$ cat config.mk
export PLATFORM = sky130hd
export DESIGN_NAME = pt_walker
export DESIGN_NICKNAME = d
export VERILOG_FILES = /design/src/rtl/ptw_pkg.sv /design/src/rtl/ptw_canon_chk.sv /design/src/rtl/ptw_idx_sel.sv /design/src/rtl/ptw_entry_dec.sv /design/src/rtl/pt_walker.sv
export SDC_FILE = /design/constraint.sdc
export NUM_CORES = 1
export LEC_CHECK = 0
export BUFFER_PORTS_ARGS = -buffer_cell sky130_fd_sc_hd__buf_4
export CORE_AREA = 2 2 145 147
export DETAILED_ROUTE_END_ITERATION = 10
export DIE_AREA = 0 0 147 149
export HOLD_SLACK_MARGIN = 0.15
export PLACE_DENSITY = 0.85
export RECOVER_POWER = 100
export SYNTH_ARGS = -nofsm -noshare
export SYNTH_HDL_FRONTEND = slang
export SYNTH_HIERARCHICAL = 1
export SYNTH_SLANG_ARGS = --single-unit
$ cat constraint.sdc
create_clock -name clk -period 2.1 [get_ports clk]
set_clock_uncertainty 0.15 [all_clocks]
set_input_delay 0 -clock clk [delete_from_list [all_inputs] [get_ports clk]]
set_output_delay 0 -clock clk [all_outputs]
set_load 0.01 [all_outputs]
$ cat src/rtl/ptw_pkg.sv
package ptw_pkg;

    typedef enum logic [0:0] {
        ST_IDLE = 1'b0,
        ST_WAIT = 1'b1
    } ptw_state_e;

    typedef enum logic [1:0] {
        CAUSE_NONE        = 2'd0,
        CAUSE_NOT_PRESENT = 2'd1,
        CAUSE_NONCANON    = 2'd2
    } ptw_cause_e;

    localparam int PTW_PRESENT_BIT = 0;
    localparam int PTW_LARGE_BIT   = 7;
    localparam int PTW_NOEXEC_BIT  = 63;

endpackage

$ cat src/rtl/ptw_canon_chk.sv
module ptw_canon_chk #(
    parameter int ADDR_W = 64,
    parameter int VA_W   = 48
) (
    input  logic [ADDR_W-1:0] va_i,
    output logic              canon_o
);
    localparam int TOP_W = ADDR_W - VA_W + 1;

    logic [TOP_W-1:0] upper;

    assign upper   = va_i[ADDR_W-1:VA_W-1];
    assign canon_o = (&upper) | ~(|upper);

endmodule

$ cat src/rtl/ptw_idx_sel.sv
module ptw_idx_sel #(
    parameter int ADDR_W = 64,
    parameter int IDX_W  = 9,
    parameter int OFF_W  = 12,
    parameter int LEVELS = 4,
    parameter int LVL_W  = 2
) (
    input  logic [ADDR_W-1:0] va_i,
    input  logic [LVL_W-1:0]  lvl_i,
    output logic [IDX_W-1:0]  idx_o
);
    logic [IDX_W-1:0] idx_arr [LEVELS];

    for (genvar g = 0; g < LEVELS; g++) begin : g_idx
        assign idx_arr[g] = va_i[OFF_W + IDX_W*(LEVELS-1-g) +: IDX_W];
    end

    assign idx_o = idx_arr[lvl_i];

endmodule

$ cat src/rtl/ptw_entry_dec.sv
module ptw_entry_dec
    import ptw_pkg::*;
#(
    parameter int ADDR_W    = 64,
    parameter int PA_W      = 52,
    parameter int IDX_W     = 9,
    parameter int OFF_W     = 12,
    parameter int LEVELS    = 4,
    parameter int LVL_W     = 2,
    parameter int LARGE_MAX = 2
) (
    input  logic [63:0]           entry_i,
    input  logic [ADDR_W-1:0]     va_i,
    input  logic [LVL_W-1:0]      lvl_i,
    output logic                  present_o,
    output logic                  noexec_o,
    output logic                  leaf_o,
    output logic [LVL_W-1:0]      size_o,
    output logic [PA_W-1:0]       leaf_pa_o,
    output logic [PA_W-OFF_W-1:0] next_base_o
);
    logic            leaf_arr [LEVELS];
    logic [PA_W-1:0] pa_arr   [LEVELS];

    for (genvar g = 0; g < LEVELS; g++) begin : g_lvl
        localparam int SPAN = LEVELS - 1 - g;
        localparam int OB   = OFF_W + IDX_W*SPAN;
        localparam logic [PA_W-1:0] MASK = {{(PA_W-OB){1'b0}}, {OB{1'b1}}};

        if (SPAN == 0) begin : g_last
            assign leaf_arr[g] = 1'b1;
        end else if (SPAN <= LARGE_MAX) begin : g_large
            assign leaf_arr[g] = entry_i[PTW_LARGE_BIT];
        end else begin : g_inner
            assign leaf_arr[g] = 1'b0;
        end

        assign pa_arr[g] = (entry_i[PA_W-1:0] & ~MASK) | (va_i[PA_W-1:0] & MASK);
    end

    assign present_o   = entry_i[PTW_PRESENT_BIT];
    assign noexec_o    = entry_i[PTW_NOEXEC_BIT];
    assign leaf_o      = leaf_arr[lvl_i];
    assign leaf_pa_o   = pa_arr[lvl_i];
    assign size_o      = LVL_W'(LEVELS-1) - lvl_i;
    assign next_base_o = entry_i[PA_W-1:OFF_W];

endmodule

$ cat src/rtl/pt_walker.sv
module pt_walker
    import ptw_pkg::*;
#(
    parameter int PA_W   = 52,
    parameter int VA_W   = 48,
    parameter int IDX_W  = 9,
    parameter int OFF_W  = 12,
    parameter int LEVELS = 4
) (
    input  logic                     clk,
    input  logic                     rst_n,
    input  logic                     start_i,
    input  logic [63:0]              va_i,
    input  logic [63:0]              ptbr_i,
    output logic                     busy_o,
    output logic                     done_o,
    output logic                     fault_o,
    output logic [PA_W-1:0]          pa_o,
    output logic [$clog2(LEVELS)-1:0] size_o,
    output logic                     nx_o,
    output logic [1:0]               cause_o,
    output logic [$clog2(LEVELS)-1:0] fault_level_o,
    output logic [63:0]              fault_va_o,
    output logic                     mem_req_o,
    output logic [PA_W-1:0]          mem_addr_o,
    input  logic                     mem_rvalid_i,
    input  logic [63:0]              mem_rdata_i
);
    localparam int ADDR_W = 64;
    localparam int LVL_W  = $clog2(LEVELS);
    localparam int ENT_B  = OFF_W - IDX_W;

    typedef struct packed {
        ptw_state_e       st;
        logic [LVL_W-1:0] lvl;
        logic [ADDR_W-1:0] va;
        logic [PA_W-1:0]  addr;
        logic             nx;
        logic [PA_W-1:0]  pa;
        logic [LVL_W-1:0] size;
        logic             done;
        logic             fault;
        ptw_cause_e       cause;
    } walk_t;

    walk_t walk_d, walk_q;

    logic                  canon;
    logic [ADDR_W-1:0]     sel_va;
    logic [LVL_W-1:0]      sel_lvl;
    logic [IDX_W-1:0]      idx;
    logic                  ent_present;
    logic                  ent_nx;
    logic                  ent_leaf;
    logic [LVL_W-1:0]      ent_size;
    logic [PA_W-1:0]       ent_pa;
    logic [PA_W-OFF_W-1:0] ent_base;

    assign sel_va  = (walk_q.st == ST_IDLE) ? va_i : walk_q.va;
    assign sel_lvl = (walk_q.st == ST_IDLE) ? '0 : walk_q.lvl + LVL_W'(1);

    ptw_canon_chk #(
        .ADDR_W (ADDR_W),
        .VA_W   (VA_W)
    ) u_canon (
        .va_i    (va_i),
        .canon_o (canon)
    );

    ptw_idx_sel #(
        .ADDR_W (ADDR_W),
        .IDX_W  (IDX_W),
        .OFF_W  (OFF_W),
        .LEVELS (LEVELS),
        .LVL_W  (LVL_W)
    ) u_idx (
        .va_i  (sel_va),
        .lvl_i (sel_lvl),
        .idx_o (idx)
    );

    ptw_entry_dec #(
        .ADDR_W    (ADDR_W),
        .PA_W      (PA_W),
        .IDX_W     (IDX_W),
        .OFF_W     (OFF_W),
        .LEVELS    (LEVELS),
        .LVL_W     (LVL_W),
        .LARGE_MAX (2)
    ) u_dec (
        .entry_i     (mem_rdata_i),
        .va_i        (walk_q.va),
        .lvl_i       (walk_q.lvl),
        .present_o   (ent_present),
        .noexec_o    (ent_nx),
        .leaf_o      (ent_leaf),
        .size_o      (ent_size),
        .leaf_pa_o   (ent_pa),
        .next_base_o (ent_base)
    );

    always_comb begin
        walk_d       = walk_q;
        walk_d.done  = 1'b0;
        walk_d.fault = 1'b0;
        unique case (walk_q.st)
            ST_IDLE: begin
                if (start_i) begin
                    walk_d.va    = va_i;
                    walk_d.lvl   = '0;
                    walk_d.nx    = 1'b0;
                    walk_d.cause = CAUSE_NONE;
                    if (!canon) begin
                        walk_d.fault = 1'b1;
                        walk_d.cause = CAUSE_NONCANON;
                    end else begin
                        walk_d.st   = ST_WAIT;
                        walk_d.addr = {ptbr_i[PA_W-1:OFF_W], idx, {ENT_B{1'b0}}};
                    end
                end
            end
            ST_WAIT: begin
                if (mem_rvalid_i) begin
                    walk_d.nx = walk_q.nx | ent_nx;
                    if (!ent_present) begin
                        walk_d.st    = ST_IDLE;
                        walk_d.fault = 1'b1;
                        walk_d.cause = CAUSE_NOT_PRESENT;
                    end else if (ent_leaf) begin
                        walk_d.st   = ST_IDLE;
                        walk_d.done = 1'b1;
                        walk_d.pa   = ent_pa;
                        walk_d.size = ent_size;
                    end else begin
                        walk_d.lvl  = walk_q.lvl + LVL_W'(1);
                        walk_d.addr = {ent_base, idx, {ENT_B{1'b0}}};
                    end
                end
            end
            default: walk_d.st = ST_IDLE;
        endcase
    end

    always_ff @(posedge clk) begin
        if (!rst_n) begin
            walk_q <= '0;
        end else begin
            walk_q <= walk_d;
        end
    end

    assign busy_o        = (walk_q.st == ST_WAIT);
    assign mem_req_o     = (walk_q.st == ST_WAIT);
    assign mem_addr_o    = walk_q.addr;
    assign done_o        = walk_q.done;
    assign fault_o       = walk_q.fault;
    assign pa_o          = walk_q.pa;
    assign size_o        = walk_q.size;
    assign nx_o          = walk_q.nx;
    assign cause_o       = walk_q.cause;
    assign fault_level_o = walk_q.lvl;
    assign fault_va_o    = walk_q.va;

endmodule

# --- After elaboration in Yosys (flattened, before gate mapping) ---
# Cells that the tools add are included.
# Widths: inputs -> output; s select.
word_totals:
  reg_bits: 178
  latchBits: 0
  ramBits: 0
  mem_bits_ro: 0
  in_bits: 196
  wordCells: 69
  n_memories: 0
classes:
  n_addsub: 2
  n_mul: 0
  div: 0
  n_lt_le_gt_ge: 2
  eq_ne: 6
  shift: 0
  muxes: 30
  n_bitwise: 10
  reduce_logical: 9
ops:
  columns: ["cell", "count"]
  rows:
  - ["$mux 52", 5]
  - ["$mux 120", 1]
  - ["$mux 111", 1]
  - ["$mux 55", 2]
  - ["$pmux 53 s2", 1]
  - ["$bmux 52 s2", 1]
  - ["$or 52x12->52", 1]
  - ["$or 52x21->52", 1]
  - ["$or 52x30->52", 1]
  - ["$or 52x39->52", 1]
  - ["$mux 48", 1]
  - ["$bmux 9 s2", 1]
  - ["$mux 9", 2]
  - ["$reduce_and 17->1", 1]
  - ["$reduce_or 17->1", 1]
  - ["$mux 3", 4]
  - ["$ne 2x2->1 const B", 6]
  - ["$pmux 3 s2", 2]
  - ["$reduce_and 4->1", 3]
  - ["$ge 3x3->1 const B", 2]
  - ["$mux 2", 3]
  - ["$not 2->3", 2]
  - ["$mux 1", 5]
  - ["$reduce_and 5->1", 1]
  - ["other kinds (7)", 10]

# --- Depth between registers and ports, before layout ---
logic_depth:
  word_depth: 10
  mapped_depth: 10
  mapped_depth_nobuf: 7

# --- By module ---
# Netlist, hierarchy kept.
by_module_without_submodules:
  columns: ["mod", "instances", "cells_per_inst", "area_per_inst_um2", "seq_area_each_um2"]
  rows:
  - ["pt_walker", 1, 862, 7629.8, 3503.4]
  - ["ptw_entry_dec", 1, 100, 854.6, 0.0]
  - ["ptw_idx_sel", 1, 11, 219.0, 0.0]
  - ["ptw_canon_chk", 1, 12, 98.8, 0.0]

# --- Worst setup path before layout ---
# No wires, ideal clock.
synth_timing:
  kind: "reg2reg"
  from: "register walk_q, in the netlist busy_o"
  to: "register walk_q, in the netlist mem_addr_o[3]"
  arrival_time_ps: 1922
  setup_slack_ps: -105
  path_stages_with_launch: 9
  period_less_slack_ps: 2205
  path_cell_list: "dfxtp_1 buf_4 buf_6 buf_4 nor2b_1 buf_6 mux4_2 o211ai_1 a21oi_1"
synth_between:
  elab_chain_cells: 9
  elab_cells_between_ends: 19
synth_lines:
  columns: ["item", "line", "source"]
  rows:
  - ["from (decl)", "pt_walker.sv:46", "walk_t walk_d, walk_q;"]
  - ["from (signal assigned)", "pt_walker.sv:148", "walk_q <= walk_d;"]
  - ["$mux 2 *", "pt_walker.sv:60", "assign sel_lvl = (walk_q.st == ST_IDLE) ? '0 : walk_q.lvl + LVL_W'(1);"]
  - ["net sel_lvl[0]", "pt_walker.sv:50", "logic [LVL_W-1:0] sel_lvl;"]
  - ["$not 2->3 (implied by the code) *", "ptw_idx_sel.sv:18", "assign idx_o = idx_arr[lvl_i];"]
  - ["$bmux 9 s2 *", "ptw_idx_sel.sv:18", null]
  - ["$mux 9 (implied by the code) * (2 in a row)", "ptw_idx_sel.sv:18", null]
  - ["net idx[0]", "pt_walker.sv:51", "logic [IDX_W-1:0] idx;"]
  - ["$mux 52", "pt_walker.sv:129", "end else if (ent_leaf) begin"]
  - ["$mux 52", "pt_walker.sv:125", "if (!ent_present) begin"]
  - ["$mux 111", "pt_walker.sv:123", "if (mem_rvalid_i) begin"]
  - ["$pmux 53 s2 *", "pt_walker.sv:106", "unique case (walk_q.st)"]
# Mark *: on every way through the listed nets, which the timed path passes. The rest lies on a longest branch. The select of a mux whose other input is x is not followed.
# A chain may end at the register's enable or synchronous reset.

# --- Worst setup path after layout ---
layout_timing:
  from: "register walk_q, in the netlist busy_o"
  to: "register walk_q, in the netlist fault_va_o[35]"
layout_between:
  elab_chain_cells: 2
layout_lines:
  columns: ["item"]
  rows:
  - ["$not 1->1 (no source line)"]
  - ["$reduce_and 2->1 (no source line)"]
# No other way between the ends.

==> summary.txt <==
Run status
  – Outcome: completed

STA
  – TNS Setup: 0 ns
  – Final-report hold violation count: 0
  – Slew Limit Fails: 0
  – Worst slew pin tran: 0.560 ns
  – Maximum clock rate: 0.497 GHz
  – RSZ-0062 raised after global routing: false
  – Fin crit period: 2.01 ns
  – Fin Hold WS: 0.161 ns
  – Relative slew slack: 0.627
  – Final setup viols: 0
  – Setup ws final: 0.0885 ns
  – Fin crit share: 0.958

Setup path
  – Crit-path slowest cell: dlygate4sd3_1
  – Levels on crit path: 6
  – Worst EP arrival: 2.23 ns
  – Worst-path cell chain: buf_12 -> and2b_4 -> buf_8 -> nand2_1 -> a21oi_1 -> dlygate4sd3_1
  – Worst Setup SP: busy_o$_SDFF_PN0_
  – End point of the critical path: fault_va_o[35]$_SDFFE_PN0P_
  – R2r setup slk: between 0.08 and 0.09 ns
  – Crit start category: flop
  – Critical path class: flop to flop
  – CP max FO: 32
  – Reg2Reg Depth: 6
  – CP peak stage delay: roughly 0.55 ns
  – CP top delay family: buffers and inverters
  – Worst endpoint required time: 2.32 ns
  – Worst r2r src: busy_o$_SDFF_PN0_
  – CP bufs+invs: 3
  – Worst Setup End Kind: flop
  – FF-to-FF End: fault_va_o[35]$_SDFFE_PN0P_

Global routing
  – Maximum number of pins on one net before global-route repair: 68
  – First-pass GRT wire length: 48900 µm
  – Antenna violations before repair: 2
  – GRT Util Overall: 0.286
  – Vias in the first global route: 9045
  – Overflow after GRT: 0

Place
  – Dpl ws: 0.0405 ns
  – Port Buffers: about 330
  – Post-DP HPWL: 20200 µm
  – GPL Wtd Cong: 0.901
  – Post-Place Cells: ~1.4k

Clock network
  – CTS Root Cell: clkbuf_16
  – Worst skew pair latency: 0.43 ns
  – Max Root-Sink Buffers: 2
  – Total CTS buffers: 17
  – Number of H-tree levels: 4
  – CTS tree: done
  – CTS Sinks: 175
  – Clk slew on worst S/H paths: 0.07 ns

Drt
  – DRC viols: 0
  – Routed via count: 8998
  – DR iter-0 viols: 488
  – Avg Vias per Cell: 5.50
  – Drt first pass iters: 5
  – Post-DRT Antenna Nets: 0
  – Final wirelength: 34600 µm
  – WL per Instance: 21.2 µm

Yosys
  – Total number of yosys warnings: 6
  – Cell Area, Synth: 8490 µm²
  – Mean Syn Cell Area: ~8.9 µm²
  – Cells after Synth: 957

Floorplan
  – Die outline width: between 100 and 150 µm
  – Die ar.: 21900 µm²
  – Starting Density: 0.413
  – Die height: 149 µm
  – # IOs: 375
  – # rows: 53
  – Core ar.: 20600 µm²

Hold path
  – Hold_sp: va_i[53]
  – Hold Crit Class: input pin to flop
  – Worst hold stages: 7

Layout
  – Area grow syn2layout: 47.4%
  – Share of layout cells above drive strength 1: 0.267
  – Non-filler instance count after layout: 1636
  – Nets: around 1.5k

Power and ir drop
  – Leak: 0.00472 µW
  – Pwr dens: 636 nW/µm²
  – Peak VDD IR: between 0.5 and 0.6 mV

Run
  – Max Cap Viol: 0
==> layout by cell type (no fill, tap or decap), types with 4 or more instances in the layout <==
master	count
a22oi_1	39
a21oi_1	131
bufinv_16	4
nor3_2	10
dlymetal6s4s_1	7
mux2_2	64
buf_4	161
buf_6	4
nor3_1	30
dfxtp_1	173
a211oi_2	40
o211ai_1	9
dlygate4sd3_1	152
mux4_2	9
buf_12	12
nand4_1	5
nand2_1	240
inv_6	5
clkbuf_16	22
clkbuf_1	175
nand3_1	10
==> cell type report <==
| type | instances | area [µm²] |
|---|---|---|
| Fill cell | 1779 | 8050 |
| Multi-Input combinational cell | 627 | 4050 |
| Timing Repair Buffer | 522 | 3950 |
| Sequential cell | 175 | 3510 |
| Clock buffer | 18 | 429 |
| Tap cell | 275 | 344 |
| Clock inverter | 14 | 204 |
| Inverter | 3 | 16.3 |
| Antenna cell | 2 | 5.00 |
==> sequential cells by signal, indices dropped and copies added (netlist names) <==
register / count
pa_o: 52
done_o: 1
mem_addr_o: 49
nx_o: 1
fault_level_o: 2
size_o: 2
fault_va_o: 64
busy_o: 1
cause_o: 2
fault_o: 1
==> tightest hold or removal path, cell delays in order <==
cell,delay [ns]
buf_4,0.11
nor4_4,0.05
nand4_1,0.08
o41ai_2,0.08
buf_4,0.14
a21oi_1,0.15
a211oi_1,0.07
==> where the power goes <==
group          leakage (µW)  switching [µW]  total (µW)  internal [µW]
clock network      0.000310            1450        3480           2030
logic               0.00299             479        1030            556
registers           0.00142            60.1        3450           3390
total               0.00472            1990        7960           5970
==> per-layer routing <==
layer / vias to the layer above / routed length (µm) / share of wire / track usage
met1: 4250 / 13200 / 0.38 / 0.327
met3: 163 / 2690 / 0.078 / 0.0716
met4: 0 / 1950 / 0.056 / 0.151
met2: 559 / 16800 / 0.48 / 0.497
li1: 4026 / - / - / -
met5: - / 0 / 0 / 0
==> worst min path at each step <==
stage	end
6_report	busy_o$_SDFF_PN0_
5_1_grt	busy_o$_SDFF_PN0_
4_1_cts	fault_va_o[59]$_SDFFE_PN0P_
3_5_place_dp	nx_o$_SDFFE_PN0P_
3_3_place_gp	nx_o$_SDFFE_PN0P_
2_1_floorplan	cause_o[1]$_SDFFE_PN0P_
==> metrics by stage <==
stage                     power [µW]  area [µm²]  utilization
after detailed placement        4310       10700        0.522
final                           7960       12500        0.608
after global routing            8220       12500        0.608
after global placement          4290       10700        0.522
after floorplan                 3920        8490            -
after CTS                       8000       12800        0.623
==> timing repair <==
action / in CTS / in global routing
setup buffers: 0 / 3
hold buffers: 145 / 14
setup endpoints to repair: 0 / 52
hold endpoints to repair: 175 / 14
resized for setup: 0 / 21
Note: power is estimated with default switching activity, not from simulation.
